===== config.mk =====
export PLATFORM = sky130hd
export DESIGN_NAME = smi_negotiator
export DESIGN_NICKNAME = d
export VERILOG_FILES = /design/src/rtl/smi_neg_pkg.sv /design/src/rtl/feat_regs.sv /design/src/rtl/feat_lock.sv /design/src/rtl/apm_decode.sv /design/src/rtl/smi_negotiator.sv
export SDC_FILE = /design/constraint.sdc
export NUM_CORES = 1
export LEC_CHECK = 0
export ABC_CLOCK_PERIOD_IN_PS = 4800
export BUFFER_PORTS_ARGS = -buffer_cell sky130_fd_sc_hd__clkbuf_2
export CAP_MARGIN = 15
export CORE_MARGIN = 4
export CORE_UTILIZATION = 40
export DETAILED_ROUTE_END_ITERATION = 8
export SLEW_MARGIN = 20
export SYNTH_ARGS = -nofsm -noshare
export SYNTH_HDL_FRONTEND = slang
export SYNTH_SLANG_ARGS = --single-unit

===== constraint.sdc =====
create_clock -name clk -period 4.8 [get_ports clk]
set_input_delay 0.48 -clock clk [delete_from_list [all_inputs] [get_ports clk]]
set_output_delay 0.48 -clock clk [all_outputs]
set_load 0.02 [all_outputs]

===== src/rtl/smi_neg_pkg.sv =====
// Shared constants and types for the SMI feature negotiation controller.
// Assumes byte-wide register access and a feature word that is a whole
// number of bytes.
package smi_neg_pkg;
    localparam int FEAT_W       = 64;
    localparam int FEAT_BYTES   = FEAT_W / 8;
    localparam int REG_ADDR_W   = 4;
    localparam int ACK_OFFSET   = FEAT_BYTES;
    localparam int BCAST_BIT    = 0;
    localparam logic [7:0] CMD_ACPI_ON  = 8'hF0;
    localparam logic [7:0] CMD_ACPI_OFF = 8'hF1;

    typedef enum logic [1:0] {
        APM_NONE     = 2'd0,
        APM_ACPI_ON  = 2'd1,
        APM_ACPI_OFF = 2'd2,
        APM_SMI      = 2'd3
    } apm_kind_e;
endpackage


===== src/rtl/feat_regs.sv =====
// Byte-addressed storage for the requested feature word.
// Offset g (below NBYTES) holds bits [8g+7:8g]. Other offsets are ignored.
// Assumes the write strobe is qualified by the caller only for timing.
module feat_regs #(
    parameter int NBYTES = 8,
    parameter int ADDR_W = 4,
    localparam int WORD_W = NBYTES * 8
) (
    input  logic              clk,
    input  logic              rst_n,
    input  logic              wr_en,
    input  logic [ADDR_W-1:0] wr_addr,
    input  logic [7:0]        wr_data,
    output logic [WORD_W-1:0] req_word
);
    for (genvar g = 0; g < NBYTES; g++) begin : g_lane
        // Hold one byte lane of the request; cleared by reset.
        always_ff @(posedge clk) begin
            if (!rst_n)
                req_word[8*g +: 8] <= 8'h00;
            else if (wr_en && wr_addr == ADDR_W'(g))
                req_word[8*g +: 8] <= wr_data;
        end
    end


    high_offset_inert_chk: assert property (@(posedge clk) disable iff (!rst_n)
        (wr_en && wr_addr >= ADDR_W'(NBYTES)) |=> $stable(req_word));
endmodule


===== src/rtl/feat_lock.sv =====
// Acknowledge and lock stage. On an acknowledge write it accepts the request
// only if it is a subset of the host mask. After acceptance it freezes the
// agreed set until reset. Assumes req_word and host_feat are stable registers
// or inputs at the sampling edge.
module feat_lock #(
    parameter int W = 64
) (
    input  logic         clk,
    input  logic         rst_n,
    input  logic         ack_wr,
    input  logic [W-1:0] req_word,
    input  logic [W-1:0] host_feat,
    output logic         locked,
    output logic [W-1:0] agreed
);
    logic legal;

    // Request is legal when no bit falls outside the host mask.
    always_comb legal = ~|(req_word & ~host_feat);

    // Latch the request once, on the first legal acknowledge.
    always_ff @(posedge clk) begin
        if (!rst_n) begin
            locked <= 1'b0;
            agreed <= '0;
        end else if (ack_wr && !locked && legal) begin
            locked <= 1'b1;
            agreed <= req_word;
        end
    end


    lock_sticky_chk: assert property (@(posedge clk) disable iff (!rst_n)
        locked |=> (locked && $stable(agreed)));

    accept_chk: assert property (@(posedge clk) disable iff (!rst_n)
        (ack_wr && !locked && (req_word & ~host_feat) == '0)
            |=> (locked && agreed == $past(req_word)));

    reject_chk: assert property (@(posedge clk) disable iff (!rst_n)
        (ack_wr && !locked && (req_word & ~host_feat) != '0) |=> !locked);
endmodule


===== src/rtl/apm_decode.sv =====
// APM control port decoder. It classifies each write as ACPI on, ACPI off or
// an SMI request, and fans SMIs out to one processor or to all of them.
// All outputs are registered one-cycle pulses. Assumes apm_cpu is valid
// whenever apm_wr is high; an index at or above NUM_CPU targets nothing.
module apm_decode
    import smi_neg_pkg::*;
#(
    parameter int NUM_CPU = 4,
    parameter int CPU_W   = 2
) (
    input  logic               clk,
    input  logic               rst_n,
    input  logic               apm_wr,
    input  logic [7:0]         apm_data,
    input  logic [CPU_W-1:0]   apm_cpu,
    input  logic               smi_en,
    input  logic               bcast,
    output logic               acpi_on,
    output logic               acpi_off,
    output logic [NUM_CPU-1:0] smi_req
);
    apm_kind_e          kind;
    logic [NUM_CPU-1:0] target;

    // Classify the current write; the SMI class requires the enable.
    always_comb begin
        kind = APM_NONE;
        if (apm_wr) begin
            if (apm_data == CMD_ACPI_ON)       kind = APM_ACPI_ON;
            else if (apm_data == CMD_ACPI_OFF) kind = APM_ACPI_OFF;
            else if (smi_en)                   kind = APM_SMI;
        end
    end

    for (genvar c = 0; c < NUM_CPU; c++) begin : g_cpu
        // Select this processor when broadcasting or when it made the write.
        always_comb target[c] = bcast || (apm_cpu == CPU_W'(c));
    end

    // Register the decoded pulses.
    always_ff @(posedge clk) begin
        if (!rst_n) begin
            acpi_on  <= 1'b0;
            acpi_off <= 1'b0;
            smi_req  <= '0;
        end else begin
            acpi_on  <= (kind == APM_ACPI_ON);
            acpi_off <= (kind == APM_ACPI_OFF);
            smi_req  <= (kind == APM_SMI) ? target : '0;
        end
    end


    acpi_no_smi_chk: assert property (@(posedge clk) disable iff (!rst_n)
        (acpi_on || acpi_off) |-> (smi_req == '0));

    acpi_exclusive_chk: assert property (@(posedge clk) disable iff (!rst_n)
        !(acpi_on && acpi_off));

    smi_gated_chk: assert property (@(posedge clk) disable iff (!rst_n)
        (apm_wr && !smi_en) |=> (smi_req == '0));

    smi_shape_chk: assert property (@(posedge clk) disable iff (!rst_n)
        (smi_req != '0) |-> ($onehot(smi_req) || (&smi_req)));

    pulse_single_chk: assert property (@(posedge clk) disable iff (!rst_n)
        (!apm_wr) |=> (!acpi_on && !acpi_off && smi_req == '0));
endmodule


===== src/rtl/smi_negotiator.sv =====
// Top level of the SMI feature negotiation controller. It combines the
// request byte storage, the acknowledge/lock stage and the APM decoder,
// and provides the combinational register read mux.
// Register map: offsets 0..FEAT_BYTES-1 hold the request bytes, and offset
// FEAT_BYTES is the acknowledge; the rest read zero.
module smi_negotiator
    import smi_neg_pkg::*;
#(
    parameter int NUM_CPU = 4,
    localparam int CPU_W  = (NUM_CPU > 1) ? $clog2(NUM_CPU) : 1
) (
    input  logic                  clk,
    input  logic                  rst_n,
    input  logic [FEAT_W-1:0]     host_feat,
    input  logic                  reg_wr,
    input  logic [REG_ADDR_W-1:0] reg_addr,
    input  logic [7:0]            reg_wdata,
    input  logic [REG_ADDR_W-1:0] reg_rd_addr,
    output logic [7:0]            reg_rdata,
    input  logic                  apm_wr,
    input  logic [7:0]            apm_data,
    input  logic [CPU_W-1:0]      apm_cpu,
    input  logic                  smi_en,
    output logic                  acpi_on_pulse,
    output logic                  acpi_off_pulse,
    output logic [NUM_CPU-1:0]    smi_req,
    output logic [FEAT_W-1:0]     agreed_feat
);
    logic [FEAT_W-1:0] req_word;
    logic              locked;
    logic              ack_wr;

    // Decode a write to the acknowledge offset.
    always_comb ack_wr = reg_wr && (reg_addr == REG_ADDR_W'(ACK_OFFSET));

    feat_regs #(
        .NBYTES (FEAT_BYTES),
        .ADDR_W (REG_ADDR_W)
    ) u_regs (
        .clk      (clk),
        .rst_n    (rst_n),
        .wr_en    (reg_wr),
        .wr_addr  (reg_addr),
        .wr_data  (reg_wdata),
        .req_word (req_word)
    );

    feat_lock #(
        .W (FEAT_W)
    ) u_lock (
        .clk       (clk),
        .rst_n     (rst_n),
        .ack_wr    (ack_wr),
        .req_word  (req_word),
        .host_feat (host_feat),
        .locked    (locked),
        .agreed    (agreed_feat)
    );

    apm_decode #(
        .NUM_CPU (NUM_CPU),
        .CPU_W   (CPU_W)
    ) u_apm (
        .clk      (clk),
        .rst_n    (rst_n),
        .apm_wr   (apm_wr),
        .apm_data (apm_data),
        .apm_cpu  (apm_cpu),
        .smi_en   (smi_en),
        .bcast    (agreed_feat[BCAST_BIT]),
        .acpi_on  (acpi_on_pulse),
        .acpi_off (acpi_off_pulse),
        .smi_req  (smi_req)
    );

    // Return the addressed request byte, the acknowledge flag, or zero.
    always_comb begin
        reg_rdata = 8'h00;
        for (int b = 0; b < FEAT_BYTES; b++) begin
            if (reg_rd_addr == REG_ADDR_W'(b))
                reg_rdata = req_word[8*b +: 8];
        end
        if (reg_rd_addr == REG_ADDR_W'(ACK_OFFSET))
            reg_rdata = {7'b0, locked};
    end


    reset_clear_chk: assert property (@(posedge clk)
        !rst_n |=> (agreed_feat == '0 && !acpi_on_pulse && !acpi_off_pulse
                    && smi_req == '0));

    bcast_all_chk: assert property (@(posedge clk) disable iff (!rst_n)
        (apm_wr && smi_en && apm_data != CMD_ACPI_ON && apm_data != CMD_ACPI_OFF
         && agreed_feat[BCAST_BIT]) |=> (&smi_req));
endmodule


* After elaboration in Yosys (flattened, before gate mapping)
Cells that the tools add are included.
** Storage, ports and cells
- Register bits :: 135
- Bits in latches :: 0
- Bits in writable memories :: 0
- Memory bits (read-only) :: 0
- Output and inout port bits :: 78
- Memories :: 0
** Cells by class
- Add/subtract/negate cells :: 0
- Multiply operators :: 0
- Div/mod/pow operators :: 0
- Order comparisons :: 0
- Equal/unequal tests :: 24
- Shifts and indexed selects :: 0
- Multiplexer cells :: 13
- Bitwise operators :: 2
- Reduce and logical (&&, ||, !) cells :: 22
** Operators by type and width (count)
- two-way mux 8 bit :: 9
- AND 64 bit :: 1
- NOT 64 bit :: 1
- OR reduction 64 bit :: 1
- == test 4 x 3 -> 1 bit, second input constant :: 8
- == test 4 x 2 -> 1 bit, second input constant :: 4
- == test 8 bit, second input constant :: 2
- logical AND 1 bit :: 11
- == test 2 bit, second input constant :: 4
- == test 4 x 1 -> 1 bit, second input constant :: 2
- == test 4 bit, second input constant :: 2
- logical NOT 4 bit :: 2
- two-way mux 2 bit :: 4
- == test 2 x 1 -> 1 bit, second input constant :: 2
- logical OR 1 bit :: 4
- logical NOT 1 bit :: 2
- logical NOT 2 bit :: 1
- AND reduction 2 bit :: 1

* Depth between registers and ports, before layout
Gate-level depths: netlist (run 1).
- Depth after elaboration :: 10
- Gate-level depth with buffers :: 8
- Depth with buffers taken out :: 6

* Cells and area by module
A second synthesis (run 1) with hierarchy kept.
** Second synthesis, totals
- Cell total of the unflattened synthesis :: 703
- Area, all modules :: 6266.0 sq um
** Modules (own cells, without submodules)
- feat_lock :: times used 1, cells each 390, area each 3035.4 sq um, sequential area each 1301.2 sq um
- feat_regs :: times used 1, cells each 226, area each 2392.3 sq um, sequential area each 1281.2 sq um
- smi_negotiator :: times used 1, cells each 65, area each 624.3 sq um, sequential area each 0.0 sq um
- apm_decode :: times used 1, cells each 22, area each 214.0 sq um, sequential area each 120.1 sq um

* Worst setup path after synthesis (run 1)
No wires, ideal clock.
- Path kind :: input-to-output
- From :: input port reg_rd_addr[0]
- To :: output port reg_rdata[6]
- Arrival time :: 2118 ps
- Slack :: 2202 ps
- Cell stages on the path :: 6
- Buffers on the path :: 2
- Cell sequence :: clkbuf_1 clkbuf_1 o21ai_0 a21oi_1 a311oi_1 o32ai_1
** Between the ends
- Word-level cells in the longest chain between the ends :: 10
- Elaborated cells on any way between the ends :: 18
- Those cells by class :: eq/ne (8); mux (9); reduce/logical (1)
** Ends and longest elaborated chain
- from (decl) :: RTL line smi_negotiator.sv:18 : input logic [REG_ADDR_W-1:0] reg_rd_addr,
- logical NOT 4 bit :: RTL line smi_negotiator.sv:80 : if (reg_rd_addr == REG_ADDR_W'(b))
- two-way mux 8 bit (8 in series) :: RTL line smi_negotiator.sv:80
- two-way mux 8 bit (*) :: RTL line smi_negotiator.sv:83 : if (reg_rd_addr == REG_ADDR_W'(ACK_OFFSET))
- to (decl) :: RTL line smi_negotiator.sv:19 : output logic [7:0] reg_rdata,
Every way passes the cells marked *; elsewhere a longest branch is shown, timed or not.

* Worst setup path in the final report (run 1)
- From :: input port reg_rd_addr[1]
- To :: output port reg_rdata[4]
The elaborated chain is that of the path after synthesis.

==> results by group, run 1 <==
Routing
  • WL/cell: about 18 µm
  • Routed WL: about 20000 µm
  • ANT nets after route: 0
  • DRC viols: 0
  • Via count: 5521
  • Post-DR vias/cell: about 5
  • DRT iter0 DRCs: around 440
  • Drt pass-1 iters: 5

Timing
  • Final setup violation count: 0
  • Fmax: approximately 350 MHz
  • Worst clock skew: roughly 0.008 ns
  • Slew @ Worst Pin: 1.05 ns
  • RSZ-0062 raised after global routing: no
  • Slew headroom: 29.8%
  • Crit share post-route: 60.0%
  • Final slew viol count: 0
  • Crit path time final: about 2.9 ns
  • Final hold vios: 0
  • Final setup TNS: 0 ns

Logic synthesis
  • Most frequent cells after synthesis: nand2_1, mux2i_1, dfxtp_1, nor2b_1, inv_1
  • Area contributors post-synth: dfxtp_1, mux2i_1, nand2_1, nor2b_1, inv_1
  • Syn Nets: just over 800
  • Avg Cell Area, Syn: just under 9 µm²
  • Post-synth ARST share: 0%
  • Main synth FF type: dfxtp_1
  • Most numerous cell in the Yosys netlist: nand2_1
  • EDFF count, synth: 0
  • Mapped Area: around 0.0064 mm²
  • YS warnings: 0
  • Largest area contributor in the netlist: dfxtp_1
  • Mapped Cells: around 740
  • Synth cell types: 40
  • Synthesis-stage register bit count: roughly 140
  • Synth top area share: 42.3%
  • Register area share after synthesis: between 40% and 50%

Setup path
  • Worst path cell trace: clkbuf_2 -> or3b_2 -> o22ai_1 -> o21ai_0 -> nand2b_1 -> o221ai_1 -> a21oi_1 -> clkbuf_2
  • WP data required: 4.32 ns
  • CP max stage delay: between 0.5 and 0.6 ns
  • Worst setup SP type: input pin
  • Arrival time at the worst endpoint: between 2 and 2.5 ns
  • Slowest-stage cell, CP: or3b_2
  • Type of destination of the critical path: primary output
  • Worst Path Max Fanout: 20
  • Reg-to-reg setup timing slack: about 2.3 ns
  • Setup CP Type: in -> out
  • Most Frequent Cell on Critical Path: clkbuf_2

Clock network
  • Hold Buf Count CTS: 0
  • Clock buffer count from CTS: 17
  • H-tree depth: 4
  • Post-CTS Resized: 0
  • Clock buffer depth: 2
  • CTS clk-pin slew, worst paths: 0.06 ns
  • TritonCTS clock tree: done
  • Post-CTS setup buffer count: 0
  • Root Buffer: clkbuf_16
  • CTS sink cnt: ~140
  • Skew-Pair Late Insertion Delay: 0.42 ns

Power
  • Final Power: between 2 and 3 mW
  • Sequential Power Share: about 41%
  • Combinational Power Share: under 10%
  • Internal: about 2.1 mW
  • Worst vdd ir: approximately 230 µV
  • Net Sw Frac: about 23%
  • Leak pwr: 3.20 nW
  • NetSw: ~630 µW
  • Clock Power Share: a little over half
  • Pwr dens: between 300 and 400 mW/mm²

Floorplanning
  • Die area: between 0.015 and 0.02 mm²
  • # rows: 45
  • Die W: 134 µm
  • Die H: roughly 130 µm
  • I/O Pins: 173
  • Core area: 0.0154 mm²
  • Initial Util: 41.4%

Global routing
  • Number of global-route vias before repair: approximately 5200
  • Total GRT Usage: approximately 22%
  • Initial antenna violation count: 0
  • First-pass GRT wire length: between 30000 and 40000 µm
  • Gr ovfl total: 0
  • Largest net degree at the start of global routing: between 100 and 150

Placement
  • Placer Congestion: slightly above 0.9
  • DP HPWL: ~15000 µm
  • Buffers added on ports: between 150 and 200

Cells and area
  • Layout cells sized above 1: 24.3%
  • Synth-to-Final Area Change: 25.2%
  • Total Nets Final: 975
  • Diodes inserted: 0

Run
  • Max-cap violation count: 0

Worst hold path
  • Worst hold-check path type: in -> reg

Status
  • Outcome: finished clean
registers in the layout, summed over array words and instances (netlist names):
register / cells
u_apm.acpi_on: 1
u_lock.locked: 1
u_regs.req_word: 64
u_lock.agreed: 64
u_apm.acpi_off: 1
u_apm.smi_req: 4
critical path, delay by kind of cell:
family / cells / cell delay [ns]
and+or+nand+nor: 2 / 0.63
buffers and inverters: 2 / 0.53
AOI/OAI and AO/OA: 4 / 0.76
per-stage QoR:
| stage | utilization (%) | area (µm²) | instances | hold WS [ns] | setup WS, ns |
|---|---|---|---|---|---|
| after floorplan | - | 6380 | 735 | 0.451 | 2.20 |
| after global placement | 47.5 | 7330 | 1072 | 0.444 | 2.05 |
| after detailed placement | 47.5 | 7330 | 1072 | 0.446 | 2.01 |
| after CTS | 51.8 | 7990 | 1104 | 0.222 | 2.01 |
| after global routing | 51.8 | 7990 | 1104 | 0.230 | 1.80 |
| final | 51.8 | 7990 | 1104 | 0.238 | 1.92 |
per-layer routing:
layer	vias up	GRT usage (%)	wire length [µm]	part of all wire (%)
li1	2746	-	-	-
met1	2555	30.4	9400	47
met2	183	34.1	9090	45
met3	37	4.13	1090	5.4
met4	0	8.82	547	2.7
met5	-	0	0	0
logic make-up (layout without fill, tap and decap cells):
logic type	after synthesis	in the layout	synth area share [%]
flip-flops	135	135	42.3
AO/OA/AOI/OAI	85	85	8.37
buffers and inverters	109	267	7.14
multiplexers	140	140	22.0
AND/OR/NAND/NOR	266	266	20.2
layout make-up:
class	instances	area [µm²]
Inverter	58	218
Fill cell	1502	7440
Clock buffer	18	439
Clock inverter	14	221
Multi-Input combinational cell	491	3230
Timing Repair Buffer	177	913
Sequential cell	135	2700
Tap cell	211	264
power by group through the flow:
| stage | logic (mW) | registers [mW] | clock network [mW] |
|---|---|---|---|
| 2_1_floorplan | 0.107 | 1.16 | 0 |
| 3_3_place_gp | 0.182 | 1.16 | 0 |
| 3_5_place_dp | 0.182 | 1.16 | 0 |
| 4_1_cts | 0.183 | 1.14 | 1.48 |
| 5_1_grt | 0.198 | 1.14 | 1.53 |
| 6_report | 0.185 | 1.14 | 1.45 |
layout by cell type, fill, tap and decap left out, types with 4 or more instances in the layout:
cell type / netlist / final
bufinv_16: 0 / 5
nor2_1: 14 / 14
mux2i_1: 140 / 140
nand2_1: 144 / 144
nor3_1: 4 / 4
a221oi_1: 4 / 4
o22ai_1: 22 / 22
dfxtp_1: 135 / 135
o21ai_0: 28 / 28
inv_1: 48 / 48
nand3b_1: 6 / 6
nor2b_1: 69 / 69
clkinv_1: 4 / 4
a21oi_1: 11 / 11
buf_4: 2 / 5
clkbuf_16: 0 / 17
inv_2: 6 / 6
clkbuf_2: 0 / 171
nand2b_1: 11 / 11
nand4_1: 4 / 4
worst paths after layout:
check                           start  cells past startpoint                end
setup / recovery       reg_rd_addr[1]                      8       reg_rdata[4]
hold / removal            apm_data[0]                      2      u_apm.acpi_on
setup reg to reg  u_regs.req_word[19]                      7  u_lock.agreed[57]
hold reg to reg     u_lock.agreed[25]                      2  u_lock.agreed[25]
No activity file was read; power rests on OpenSTA's default activity.
==> run 2, diff against run 1 <==
ABC_CLOCK_PERIOD_IN_PS = 2700   (was 4800)
clock period = 2.7 ns   (was 4.8 ns; I/O delays follow)
==> results by group, run 2 (synthesis results as in run 1) <==
Routing
  • Via count: ~5600
  • Met3 WL: 1360 µm
  • Uppermost layer routed: met4
  • ANT nets after route: 0
  • Routed WL: about 20000 µm
  • Post-DR vias/cell: 5.05
  • DRT iter0 DRCs: ~430
  • Met1 WL: between 9000 and 10000 µm
  • DRC viols: 0
  • Met2 wire len: between 9000 and 10000 µm
  • WL/cell: 18.4 µm
  • Drt pass-1 iters: 5

Setup path
  • Setup CP Type: reg -> out
  • Worst path cell trace: mux2i_1 -> o22ai_1 -> o21ai_0 -> nand2b_1 -> o221ai_1 -> a21oi_1 -> clkbuf_2
  • Slowest-stage cell, CP: dfxtp_1
  • Reg-to-reg setup timing slack: approximately 0.46 ns
  • WP data required: approximately 2.4 ns
  • Arrival time at the worst endpoint: 2.01 ns
  • Worst setup SP type: flop
  • Type of destination of the critical path: primary output
  • Worst Path Max Fanout: 4
  • CP max stage delay: 0.45 ns
  • Reg2reg path depth: 7

Floorplanning
  • Initial Util: between 40% and 50%
  • Die area: around 0.018 mm²
  • Core area: 0.0154 mm²
  • Die H: approximately 130 µm
  • I/O Pins: 173
  • Die W: around 130 µm
  • # rows: 45

Cells and area
  • Biggest regs: u_lock.agreed x64, u_regs.req_word x64, u_apm.smi_req x4
  • Diodes inserted: 0
  • Layout cells sized above 1: 24.9%
  • Synth-to-Final Area Change: 25.3%
  • Final Cell Area: between 0.007 and 0.008 mm²
  • Total Nets Final: between 900 and 1000
  • Most frequent cells in the layout: clkbuf_2, nand2_1, mux2i_1
  • Leading cell type in the layout, fill and taps excluded: clkbuf_2

Global routing
  • Initial antenna violation count: 0
  • Number of global-route vias before repair: between 5000 and 6000
  • Gr ovfl total: 0
  • Largest net degree at the start of global routing: 86
  • Total GRT Usage: 22.6%
  • First-pass GRT wire length: 31100 µm

Clock network
  • Root Buffer: clkbuf_16
  • CTS sink cnt: about 140
  • Clock buffer depth: 2
  • H-tree depth: 4
  • Post-CTS Resized: 0
  • Skew-Pair Late Insertion Delay: around 0.42 ns
  • CTS clk-pin slew, worst paths: 0.06 ns
  • Hold Buf Count CTS: 0
  • TritonCTS clock tree: done
  • Post-CTS setup buffer count: 0
  • Clock buffer count from CTS: 17

Worst hold path
  • Hold path cells: 2
  • Worst hold-check path type: in -> reg

Power
  • Combinational Power Share: under 10%
  • Worst vdd ir: approximately 430 µV
  • Internal: between 3 and 4 mW
  • Sequential Power Share: a little over two fifths
  • Pwr dens: about 580 mW/mm²
  • Net Sw Frac: 24.5%
  • NetSw: 1.14 mW
  • Clock Power Share: 49.1%
  • Leak pwr: between 3 and 4 nW
  • Final Power: 4.65 mW

Timing
  • Final setup TNS: 0 ns
  • Crit share post-route: 84.3%
  • Crit path time final: 2.28 ns
  • Final setup violation count: 0
  • Final hold vios: 0
  • Fmax: roughly 440 MHz
  • Worst clock skew: between 0.007 and 0.008 ns
  • Final slew viol count: 0
  • RSZ-0062 raised after global routing: no
  • Slew headroom: about three fifths
  • Slew @ Worst Pin: roughly 0.61 ns

Placement
  • Post-DP Area: around 0.0074 mm²
  • Placer Congestion: approximately 1.0
  • Buffers added on ports: roughly 170
  • DP HPWL: approximately 15000 µm

Run
  • Max-cap violation count: 0

Status
  • Outcome: finished clean
## run 2: metal layers
metal,track usage (%),up-vias
li1,-,2766
met1,30.7,2608
met2,35.4,204
met3,4.95,27
met4,8.03,0
met5,0,-
## run 2: layout make-up
type | count | area, µm²
multi-input cells | 491 | 3230
inverters | 58 | 218
fillers | 1542 | 7430
repair buffers | 184 | 1000
well taps | 211 | 264
clock inverters | 15 | 153
flip-flops and latches | 135 | 2700
clock buffers | 17 | 425
## run 2: power by group through the flow
stage                     logic, mW  clock network, mW  registers [mW]
after floorplan               0.190                  0            2.06
after global placement        0.339                  0            2.07
after detailed placement      0.337                  0            2.07
after CTS                     0.339               2.31            2.02
after global routing          0.368               2.40            2.03
final                         0.341               2.28            2.03
## run 2: worst max-delay path: cells and delay by family (launching register included)
family	cells	cell delay, ns
buf+inv	1	0.21
mux	1	0.15
simple gates	1	0.08
flops	1	0.45
compound gates	4	0.71
## run 2: final timing paths
path,from,endpoint
setup / recovery,u_regs.req_word[4],reg_rdata[4]
hold / removal,apm_data[0],u_apm.acpi_on
setup reg to reg,u_regs.req_word[18],u_lock.agreed[59]
hold reg to reg,u_lock.agreed[20],u_lock.agreed[20]
## run 2: metrics by stage
step / hold WS, ns / utilization (%) / worst slack [ns] / std cells
2_1_floorplan: 0.348 / - / 0.522 / 735
3_3_place_gp: 0.444 / 48.1 / 0.372 / 1079
3_5_place_dp: 0.447 / 48.1 / 0.335 / 1079
4_1_cts: 0.00648 / 51.8 / 0.426 / 1111
5_1_grt: 0.0146 / 51.8 / 0.275 / 1111
6_report: 0.0228 / 51.8 / 0.424 / 1111
